**src/rtl/tmr_pkg.sv**
```systemverilog
package tmr_pkg;

    typedef enum logic [1:0] {
        PAIR_HALT  = 2'd0,
        PAIR_SPLIT = 2'd1,
        PAIR_CHAIN = 2'd2
    } pair_state_e;

    typedef enum logic [1:0] {
        CM_OFF    = 2'd0,
        CM_TOGGLE = 2'd1,
        CM_PWM    = 2'd2,
        CM_FREE   = 2'd3
    } cnt_mode_e;

    localparam int SEL_W = 3;
    localparam int PRE_W = 13;
    localparam logic [SEL_W-1:0] SEL_EXT = 3'd7;

    // number of low prescaler bits that must all be ones for a tick
    function automatic int tap_bits(input logic [SEL_W-1:0] sel);
        case (sel)
            3'd0:    return 0;
            3'd1:    return 1;
            3'd2:    return 3;
            3'd3:    return 5;
            3'd4:    return 6;
            3'd5:    return 10;
            default: return 13;
        endcase
    endfunction

endpackage

```
**src/rtl/tmr_clkgen.sv**
```systemverilog
module tmr_clkgen
    import tmr_pkg::*;
(
    input  logic             clk,
    input  logic             rst_n,
    input  logic             ext_clk,
    output logic [PRE_W-1:0] pre,
    output logic             ext_rise
);
    logic [2:0] sync_q;

    always_ff @(posedge clk or negedge rst_n) begin
        if (!rst_n) begin
            pre    <= '0;
            sync_q <= '0;
        end else begin
            pre    <= pre + 1'b1;
            sync_q <= {sync_q[1:0], ext_clk};
        end
    end

    // sync_q[1] is the second synchroniser flop, sync_q[2] its history
    assign ext_rise = sync_q[1] & ~sync_q[2];
endmodule

```
**src/rtl/tmr_tick.sv**
```systemverilog
module tmr_tick
    import tmr_pkg::*;
(
    input  logic [SEL_W-1:0] sel,
    input  logic [PRE_W-1:0] pre,
    input  logic             ext_rise,
    output logic             tick
);
    logic [PRE_W-1:0] mask;
    int               bits;

    always_comb begin
        bits = tap_bits(sel);
        for (int k = 0; k < PRE_W; k++) begin
            mask[k] = (k < bits);
        end
        tick = (sel == SEL_EXT) ? ext_rise : ((pre & mask) == mask);
    end
endmodule

```
**src/rtl/tmr_step.sv**
```systemverilog
module tmr_step
    import tmr_pkg::*;
#(
    parameter int W = 8
) (
    input  logic [W-1:0] cnt,
    input  logic [W-1:0] cmp_a,
    input  logic [W-1:0] cmp_b,
    input  cnt_mode_e    mode,
    input  logic         tick,
    input  logic         out_q,
    output logic [W-1:0] cnt_nxt,
    output logic         out_nxt,
    output logic         hit_a,
    output logic         hit_b,
    output logic         wrap
);
    localparam logic [W-1:0] CNT_TOP = '1;

    logic live;
    logic clears;

    always_comb begin
        live    = tick && (mode != CM_OFF);
        hit_a   = live && (cnt == cmp_a);
        hit_b   = live && (cnt == cmp_b);
        clears  = hit_a && ((mode == CM_TOGGLE) || (mode == CM_PWM));
        wrap    = live && (cnt == CNT_TOP) && !clears;
        cnt_nxt = cnt;
        out_nxt = out_q;
        unique case (mode)
            CM_OFF: begin
                cnt_nxt = '0;
                out_nxt = 1'b0;
            end
            CM_FREE: begin
                if (live) cnt_nxt = cnt + 1'b1;
            end
            CM_TOGGLE: begin
                if (clears) begin
                    cnt_nxt = '0;
                    out_nxt = ~out_q;
                end else if (live) begin
                    cnt_nxt = cnt + 1'b1;
                end
            end
            CM_PWM: begin
                if (clears) begin
                    cnt_nxt = '0;
                    out_nxt = 1'b1;        // compare A outranks compare B
                end else if (live) begin
                    cnt_nxt = cnt + 1'b1;
                    if (hit_b) out_nxt = 1'b0;
                end
            end
        endcase
    end
endmodule

```
**src/rtl/dual_tmr8.sv**
```systemverilog
module dual_tmr8
    import tmr_pkg::*;
#(
    parameter int CNT_W  = 8,
    parameter int ADDR_W = 3
) (
    input  logic              clk,
    input  logic              rst_n,
    input  logic              wr_en,
    input  logic [ADDR_W-1:0] wr_addr,
    input  logic [CNT_W-1:0]  wr_data,
    input  logic              ext_clk,
    output logic [1:0]        tmo,
    output logic [1:0]        irq_cmpa,
    output logic [1:0]        irq_cmpb,
    output logic [1:0]        irq_ovf,
    output logic              adc_trig,
    output logic              ser_clk
);
    localparam int NCH    = 2;
    localparam int WIDE_W = NCH * CNT_W;
    localparam logic [ADDR_W-1:0] ADR_CFG0 = ADDR_W'(2 * NCH);
    localparam logic [ADDR_W-1:0] ADR_PAIR = ADDR_W'(3 * NCH);
    localparam logic [CNT_W-1:0]  LO_TOP   = '1;

    // configuration
    logic [NCH-1:0][CNT_W-1:0] cmp_a_q, cmp_b_q;
    logic [SEL_W-1:0]          sel_q  [NCH];
    cnt_mode_e                 mode_q [NCH];

    // control state
    pair_state_e state_q, state_d;
    logic        pair_wr, start;

    // datapath state
    logic [NCH-1:0][CNT_W-1:0] cnt_q, cnt_d;
    logic [NCH-1:0]            out_q, out_d;
    logic [NCH-1:0]            ha, hb, ov;
    logic                      ser_q;

    // per-counter results
    logic [PRE_W-1:0]          pre;
    logic                      ext_rise;
    logic [NCH-1:0]            tick;
    logic [NCH-1:0][CNT_W-1:0] n_cnt;
    logic [NCH-1:0]            n_out, n_ha, n_hb, n_wrap;

    // chained result
    logic [WIDE_W-1:0] w_cnt;
    logic              w_out, w_ha, w_hb, w_wrap;

    assign pair_wr = wr_en && (wr_addr == ADR_PAIR);
    assign start   = pair_wr && wr_data[0];

    always_ff @(posedge clk or negedge rst_n) begin
        if (!rst_n) begin
            cmp_a_q <= '0;
            cmp_b_q <= '0;
            for (int i = 0; i < NCH; i++) begin
                sel_q[i]  <= '0;
                mode_q[i] <= CM_OFF;
            end
        end else if (wr_en) begin
            for (int i = 0; i < NCH; i++) begin
                if (wr_addr == ADDR_W'(2 * i))     cmp_a_q[i] <= wr_data;
                if (wr_addr == ADDR_W'(2 * i + 1)) cmp_b_q[i] <= wr_data;
                if (wr_addr == ADR_CFG0 + ADDR_W'(i)) begin
                    sel_q[i]  <= wr_data[SEL_W-1:0];
                    mode_q[i] <= cnt_mode_e'(wr_data[SEL_W+1:SEL_W]);
                end
            end
        end
    end

    // state register
    always_ff @(posedge clk or negedge rst_n) begin
        if (!rst_n) state_q <= PAIR_HALT;
        else        state_q <= state_d;
    end

    // transitions: every pair write picks the next state
    always_comb begin
        state_d = state_q;
        if (pair_wr) begin
            if (!wr_data[0])     state_d = PAIR_HALT;
            else if (wr_data[1]) state_d = PAIR_CHAIN;
            else                 state_d = PAIR_SPLIT;
        end
    end

    tmr_clkgen u_clkgen (
        .clk      (clk),
        .rst_n    (rst_n),
        .ext_clk  (ext_clk),
        .pre      (pre),
        .ext_rise (ext_rise)
    );

    generate
        for (genvar g = 0; g < NCH; g++) begin : g_ch
            tmr_tick u_tick (
                .sel      (sel_q[g]),
                .pre      (pre),
                .ext_rise (ext_rise),
                .tick     (tick[g])
            );
            tmr_step #(.W(CNT_W)) u_step (
                .cnt     (cnt_q[g]),
                .cmp_a   (cmp_a_q[g]),
                .cmp_b   (cmp_b_q[g]),
                .mode    (mode_q[g]),
                .tick    (tick[g]),
                .out_q   (out_q[g]),
                .cnt_nxt (n_cnt[g]),
                .out_nxt (n_out[g]),
                .hit_a   (n_ha[g]),
                .hit_b   (n_hb[g]),
                .wrap    (n_wrap[g])
            );
        end
    endgenerate

    tmr_step #(.W(WIDE_W)) u_wide (
        .cnt     (cnt_q),
        .cmp_a   (cmp_a_q),
        .cmp_b   (cmp_b_q),
        .mode    (mode_q[0]),
        .tick    (tick[0]),
        .out_q   (out_q[0]),
        .cnt_nxt (w_cnt),
        .out_nxt (w_out),
        .hit_a   (w_ha),
        .hit_b   (w_hb),
        .wrap    (w_wrap)
    );

    // output process: per-state next values
    always_comb begin
        cnt_d = cnt_q;
        out_d = out_q;
        ha    = '0;
        hb    = '0;
        ov    = '0;
        unique case (state_q)
            PAIR_HALT: begin
            end
            PAIR_SPLIT: begin
                cnt_d = n_cnt;
                out_d = n_out;
                ha    = n_ha;
                hb    = n_hb;
                ov    = n_wrap;
            end
            PAIR_CHAIN: begin
                cnt_d    = w_cnt;
                out_d    = {1'b0, w_out};
                ha       = {1'b0, w_ha};
                hb       = {1'b0, w_hb};
                ov[0]    = tick[0] && (mode_q[0] != CM_OFF) && (cnt_q[0] == LO_TOP);
                ov[1]    = w_wrap;
            end
            default: begin
            end
        endcase
    end

    always_ff @(posedge clk or negedge rst_n) begin
        if (!rst_n) begin
            cnt_q    <= '0;
            out_q    <= '0;
            ser_q    <= 1'b0;
            irq_cmpa <= '0;
            irq_cmpb <= '0;
            irq_ovf  <= '0;
            adc_trig <= 1'b0;
        end else if (start) begin
            cnt_q    <= '0;
            out_q    <= '0;
            ser_q    <= 1'b0;
            irq_cmpa <= '0;
            irq_cmpb <= '0;
            irq_ovf  <= '0;
            adc_trig <= 1'b0;
        end else begin
            cnt_q    <= cnt_d;
            out_q    <= out_d;
            ser_q    <= ser_q ^ ha[0];
            irq_cmpa <= ha;
            irq_cmpb <= hb;
            irq_ovf  <= ov;
            adc_trig <= ha[0];
        end
    end

    assign tmo     = out_q;
    assign ser_clk = ser_q;
endmodule

```
**config.mk**
```make
export PLATFORM = sky130hd
export DESIGN_NAME = dual_tmr8
export DESIGN_NICKNAME = d
export VERILOG_FILES = /design/src/rtl/tmr_pkg.sv /design/src/rtl/tmr_clkgen.sv /design/src/rtl/tmr_tick.sv /design/src/rtl/tmr_step.sv /design/src/rtl/dual_tmr8.sv
export SDC_FILE = /design/constraint.sdc
export NUM_CORES = 1
export LEC_CHECK = 0
export CAP_MARGIN = 20
export CORE_UTILIZATION = 54
export DETAILED_ROUTE_END_ITERATION = 12
export PLACE_DENSITY = 0.73
export SETUP_SLACK_MARGIN = 0.2
export SYNTH_ARGS = -nofsm -noshare
export SYNTH_HDL_FRONTEND = slang
export SYNTH_SLANG_ARGS = --single-unit
```
**constraint.sdc**
```tcl
create_clock -name clk -period 2.3 [get_ports clk]
set_input_delay 0.575 -clock clk [delete_from_list [all_inputs] [get_ports clk]]
set_output_delay 0.575 -clock clk [all_outputs]
set_load 0.05 [all_outputs]
```
==> results of run 1 <==
cell type report:
type | count | share of cell area (%)
clock buffer | 9 | 2.035
clock inverter | 7 | 1.624
inverter | 20 | 1.233
multi-input combinational | 325 | 43.51
sequential | 85 | 35.03
tap | 105 | 2.158
timing repair buffer | 106 | 14.41
worst max-delay path by stage:
| stage | from | end | slack, ns | cells past startpoint |
|---|---|---|---|---|
| 3_3_place_gp | wr_addr[0] | cnt_q[15] | -0.36 | 9 |
| 4_1_cts | cmp_a_q[13] | cnt_q[9] | 0.05 | 8 |
| 3_5_place_dp | wr_addr[1] | cnt_q[15] | -0.39 | 9 |
| 2_1_floorplan | wr_addr[1] | cnt_q[3] | 0.05 | 9 |
| 5_1_grt | u_clkgen.pre[7] | cnt_q[13] | -0.03 | 9 |
| 6_report | cmp_a_q[11] | cnt_q[9] | 0.06 | 8 |
flip-flops by register name, summed over array words and instances, names as in the netlist, 2 cells and up:
register	count
state_q	2
irq_cmpb	2
u_clkgen.pre	13
cmp_a_q	16
sel_q	6
irq_ovf	2
irq_cmpa	2
u_clkgen.sync_q	3
cmp_b_q	16
mode_q	4
tmo	2
cnt_q	16
worst reg2reg max path: cells and delay by family (launching register included):
kind,cells,cell delay [ns]
compound gates,3,0.69
flops,1,0.41
simple gates,3,0.66
buf+inv,1,0.20
xor+xnor,1,0.19
logic make-up (layout without fill, tap and decap cells):
logic type,Yosys count,after routing,synth area share (%)
flip-flops,85,85,44.51
adder cells (fa/ha/maj),13,13,3.404
AND/OR/NAND/NOR,140,140,16.89
AO/OA/AOI/OAI,86,86,12.75
buffers and inverters,43,142,4.294
multiplexers,41,41,9.584
XOR/XNOR,45,45,8.562
report_power, final:
| group | leakage, nW | switching [mW] | total [mW] | internal [mW] |
|---|---|---|---|---|
| Combinational | 1.64 | 0.853 | 1.55 | 0.692 |
| Clock | 0.110 | 0.583 | 1.20 | 0.617 |
| Sequential | 1.07 | 0.180 | 1.88 | 1.70 |
| Total | 2.82 | 1.62 | 4.62 | 3.01 |
what timing repair did:
item                       CTS  global route
pin swaps                   12            10
setup endpoints to repair   25            27
hold buffers                 0             0
gates resized for setup     27            31
buffers inserted            11             3
routing by layer:
layer	track usage (%)	routed length, µm	up-vias
met5	0	0	-
met4	15.05	565	0
met3	5.292	763	62
met2	44.86	6049	171
met1	37.15	5256	1957
li1	-	-	1806
metrics by stage:
step	setup WS (ns)	util [%]
2_1_floorplan	0.05304	-
3_3_place_gp	-0.3598	66.41
3_5_place_dp	-0.3855	66.41
4_1_cts	0.05099	70.52
5_1_grt	-0.02661	72.62
6_report	0.06113	72.62
cells in the final DEF (no fill, tap or decap), drive strengths merged, types with 13 or more instances in the layout:
| master | Yosys | routed |
|---|---|---|
| dfrtp | 85 | 85 |
| buf | 14 | 83 |
| mux2 | 38 | 38 |
| nand2 | 35 | 35 |
| xor2 | 35 | 35 |
| nor2 | 28 | 28 |
| nand3 | 22 | 22 |
| inv | 20 | 21 |
| a21oi | 19 | 19 |
| o21ai | 19 | 19 |
| ha | 13 | 13 |
==> flow_summary.json, run 1 <==
{
  "wl_per_cell_um": 19.23,
  "grt_setup_unrepaired": "yes",
  "syn-mean-instance-area_um2": 10.55,
  "fin_crit_ns": 2.239,
  "seq_area_mm2": 0.002132,
  "critical_path.max_fanout": 4,
  "grt_max_degree": 43,
  "initial_utilization_pct": 57.01,
  "critical_path.n_buffers_inverters": 1,
  "timing.reg2reg.setup_slack_ns": 0.06,
  "leakage_nw": 2.823,
  "timing.reg2reg.worst_path_depth": 8,
  "drive_above_1_share_pct": 34.06,
  "setup_violations": 0,
  "slew_headroom_pct": 61.91,
  "timing.critical_path.slowest_stage_cell": "dfrtp_1",
  "cts-root-buf": "clkbuf_8",
  "leading_post_synthesis_cells_by_instance_count": "dfrtp_1 (85), mux2_2 (38), nand2_1 (35)",
  "ant_cells": 0,
  "post_synthesis_instance_area_mm2": 0.004778,
  "worst_r2r_startpoint": "cmp_a_q[11]",
  "grt_pass1_wl_um": 19400,
  "initial_antenna_violation_count": 0,
  "die-area_mm2": 0.009228,
  "vias_per_cell": 6.082,
  "via_count_of_the_first_global_routing_pass": 3971,
  "globalRouteTotalUtil_pct": 28.45,
  "placement_rows": 33,
  "initialDrtViolationCount": 328,
  "worstSetupPathType": "reg -> reg",
  "yosys_register_bits": 85,
  "max_stage_delay_ns": 0.41,
  "dieWidth_um": 96.07,
  "syn2layout_area_growth_pct": 27.39,
  "die-height_um": 96.07,
  "synth.yosys.seq_area_share_pct": 44.51,
  "worst_setup_path_start_kind": "flip-flop",
  "coreArea_mm2": 0.008382,
  "final_min_period_over_clock_period_pct": 97.34,
  "final.fill_count": 576,
  "postSynthNetCount": 481,
  "cap_violations": 0,
  "detail_route.first_pass.iterations": 5,
  "io_buffers": 24,
  "share_of_synthesized_flip_flops_with_an_asynchronous_set_or_reset_pct": 100.0,
  "hold_class": "in -> async",
  "cp_cell_sequence": "xor2_1 > nor4_4 > nand4_2 > a2111oi_4 > buf_4 > nor2_2 > a21bo_1 > a221o_1",
  "ys_types": 69,
  "vdd.ir_drop.worst_v": 0.0003941,
  "final_max_slew_viol_count": 0,
  "ys.warnings.count": 0,
  "synth_ff_type": "dfrtp_1",
  "multi_input_gate_area_mm2": 0.002649,
  "worstPathArrival_ns": 2.51,
  "fmax_mhz": 446.7,
  "final_routed_drc_violation_total": 0,
  "cts_num_sinks": 85,
  "cts_tree": "built",
  "netlist.area_leader.share_pct": 44.51,
  "finish.cell_count_without_fillers": 657,
  "route.antenna.remaining_nets": 0,
  "synthTopCellsByArea": "dfrtp_1 (45%), mux2_2 (9.0%), xor2_1 (6.0%), ha_1 (3.4%), nand2_1 (2.7%)",
  "stdcell_area_mm2": 0.006087,
  "cts_inserted_buffers": 9,
  "crit_path_end_kind": "flip-flop",
  "power_density_mw_per_mm2": 759.5,
  "place_congestion": 0.9487,
  "worst-slew-pin-transition_ns": 0.5714,
  "totalPowerFinal_mw": 4.623,
  "worst_path_dominant_cell_family": "compound AO/OA/AOI/OAI gates",
  "dpl.cell_count": 627,
  "crit_required_ns": 2.57,
  "clk-insertion-delay-late_ns": 0.38,
  "grt.overflow.total": 0,
  "path_clk_slew_ns": 0.10,
  "clock_path_buffers": 2,
  "clock_tree.htree_level_count": 3,
  "yosys.cell_count.top_type": "dfrtp_1",
  "final_nets": 575,
  "final_total_negative_setup_slack_ns": 0,
  "synth-edff-count": 0,
  "place_hpwl_um": 8625,
  "finalClockSkew_ns": 0.01761,
  "detail_route.wirelength_um": 12630,
  "ioPinCount": 25,
  "outcome": "finished, final reports clean",
  "hold_fails_final_rpt": 0,
  "dpl_cell_area_mm2": 0.005567,
  "worst_reg2reg_endpoint": "cnt_q[9]",
  "area_leader_netlist": "dfrtp_1",
  "detailroute.via_count": 3996,
  "whs_ns": 0.1786,
  "postSynthCellCount": 453
}
No activity file was read; power rests on OpenSTA's default activity.
==> inputs of run 2 (changes only) <==
CORE_UTILIZATION = 56   (was 54)
CTS_BUF_LIST = sky130_fd_sc_hd__clkbuf_2   (was default)
GPL_TIMING_DRIVEN = 0   (was default)
PLACE_DENSITY = 0.75   (was 0.73)
==> run 2 against run 1 <==
Compared with the run above: the run now ends with setup timing left; utilization increased by 4.0 points; register-to-register slack got worse by 0.13 ns; sequential cell count unchanged; largest cell class unchanged; final area up 3.4%; global-route usage barely moved; clock skew increased by 0.0045 ns; clock power decreased by 32%; sequential power hardly changed; total power is 4.3% lower.
==> flow_summary.json, run 2 (synthesis results as in run 1) <==
{
  "stdcell_area_mm2": 0.006294,
  "placement_rows": 33,
  "post-route-util_pct": 76.60,
  "final_nets": 576,
  "ant_cells": 0,
  "cts_tree": "built",
  "detail_route.first_pass.iterations": 5,
  "crit_path_end_kind": "flip-flop",
  "biggestRegsByFlops": "cmp_a_q: 16 flops, cmp_b_q: 16 flops, cnt_q: 16 flops",
  "cts_inserted_buffers": 9,
  "drive_above_1_share_pct": 42.50,
  "grt.overflow.total": 0,
  "totalPowerFinal_mw": 4.423,
  "worstPathArrival_ns": 2.86,
  "route.antenna.remaining_nets": 0,
  "wl_met2_um": 6756,
  "final.fill_count": 483,
  "timing.reg2reg.worst_path_depth": 8,
  "setup_violations": 10,
  "outcome": "finished with violations",
  "cts_num_sinks": 85,
  "place_congestion": 0.8681,
  "fmax_mhz": 421.6,
  "worstHoldEndpoint": "u_clkgen.sync_q[1]",
  "crit_required_ns": 2.79,
  "place_hpwl_um": 7777,
  "whs_path_depth": 0,
  "max_stage_delay_ns": 0.47,
  "final_routed_drc_violation_total": 0,
  "grt_setup_unrepaired": "yes",
  "worstHoldStart": "u_clkgen.sync_q[0]",
  "timing.critical_path.from": "cmp_a_q[1]",
  "leakage_nw": 2.747,
  "worst_reg2reg_endpoint": "cnt_q[9]",
  "initial_utilization_pct": 58.15,
  "worst_path_dominant_cell_family": "compound AO/OA/AOI/OAI gates",
  "die-height_um": 94.37,
  "fin_crit_ns": 2.372,
  "cts-root-buf": "clkbuf_2",
  "final_common_cell": "dfrtp_1",
  "dieWidth_um": 94.37,
  "slew_headroom_pct": 29.88,
  "cp_cell_sequence": "xor2_2 > nor4_4 > nand4_2 > a2111oi_4 > buf_4 > nor2_4 > a21bo_1 > a221o_1",
  "top_layer": "met4",
  "finalClockSkew_ns": 0.02212,
  "detail_route.wirelength_um": 13490,
  "die-area_mm2": 0.008906,
  "clock_tree.htree_level_count": 3,
  "grt_max_degree": 45,
  "ioPinCount": 25,
  "final_min_period_over_clock_period_pct": 103.1,
  "io_buffers": 21,
  "hold_fails_final_rpt": 0,
  "vdd.ir_drop.worst_v": 0.0004248,
  "clk-insertion-delay-late_ns": 0.56,
  "via_count_of_the_first_global_routing_pass": 3840,
  "wl_per_cell_um": 20.50,
  "critical_path.n_buffers_inverters": 1,
  "initialDrtViolationCount": 313,
  "detailroute.via_count": 4142,
  "power_density_mw_per_mm2": 702.7,
  "cap_violations": 0,
  "critical_path.max_fanout": 3,
  "worst-slew-pin-transition_ns": 1.049,
  "hold_class": "reg -> reg",
  "most-common-layout-cells": "dfrtp_1 (74), buf_4 (57), mux2_2 (38), nand2_1 (31), xor2_1 (24)",
  "initial_antenna_violation_count": 0,
  "dpl_cell_area_mm2": 0.005184,
  "met1_length_um": 5390,
  "worst_setup_path_start_kind": "flip-flop",
  "timing.critical_path.slowest_stage_cell": "dfrtp_1",
  "worst_r2r_startpoint": "cmp_a_q[1]",
  "coreArea_mm2": 0.008217,
  "clock_path_buffers": 2,
  "globalRouteTotalUtil_pct": 28.49,
  "final_max_slew_viol_count": 0,
  "grt_pass1_wl_um": 19280,
  "worstSetupPathType": "reg -> reg",
  "path_clk_slew_ns": 0.25,
  "finalWorstSetupSlack_ns": -0.07205,
  "violations_in_the_final_reports": "setup timing",
  "syn2layout_area_growth_pct": 31.71,
  "route.met3.wl_um": 822,
  "vias_per_cell": 6.295,
  "timing.reg2reg.setup_slack_ns": -0.07
}
## run 2: cell count changes in the layout (fill, tap and decap cells not counted), sizes merged
cell	before	now
clkinvlp	1	2
clkinv	3	1
dlygate4sd3	0	1
dlymetal6s2s	6	0
clkdlybuf4s15	0	3
clkbuf	9	21
dlygate4sd2	9	7
bufinv	2	1
buf	83	78
## run 2: per-stage QoR
stage	hold slack, ns	setup slack, ns	setup TNS [ns]	cells
after floorplan	0.2794	0.05304	0	453
after global placement	0.3338	-2.318	-212.05	579
after detailed placement	0.3416	-0.8155	-14.70	581
after CTS	0.3931	-0.02805	-0.04503	626
after global routing	0.3575	-0.1289	-0.8913	658
final	0.3868	-0.07205	-0.3172	658
## run 2: area by class of cell
type,count,area (µm²),share of cell area [%]
Buffer,23,219.0,3.479
Clock buffer,11,55.05,0.8748
Clock inverter,5,58.81,0.9344
Inverter,20,75.07,1.193
Multi-Input combinational cell,325,2905,46.16
Sequential cell,85,2141,34.02
Tap cell,105,131.4,2.087
Timing Repair Buffer,84,708.2,11.25
## run 2: report_power, final
group	internal, mW	total, mW	switching [mW]
clock network	0.261	0.819	0.558
registers	1.70	1.91	0.208
logic	0.771	1.69	0.923
## run 2: per-layer routing
metal / vias to the layer above / track usage (%)
li1: 1797 / -
met1: 2069 / 38.70
met2: 226 / 45.77
met3: 50 / 3.382
met4: 0 / 12.95
met5: - / 0
## run 2: worst max path at each step
stage	endpoint	slack [ns]	depth (start not counted)
6_report	cnt_q[9]	-0.07	8
4_1_cts	cnt_q[9]	-0.03	8
3_5_place_dp	cnt_q[9]	-0.82	8
2_1_floorplan	cnt_q[3]	0.05	9
3_3_place_gp	cmp_b_q[4]	-2.32	1
5_1_grt	cnt_q[11]	-0.13	8
## run 2: what timing repair did
| item | in CTS | in global routing |
|---|---|---|
| resized for setup | 83 | 68 |
| gates cloned | 1 | 0 |
| hold buffers | 1 | 0 |
| pin swaps | 26 | 34 |
| endpoints found under the setup margin | 32 | 24 |
| buffers inserted | 27 | 32 |
| hold endpoints to repair | 25 | 0 |
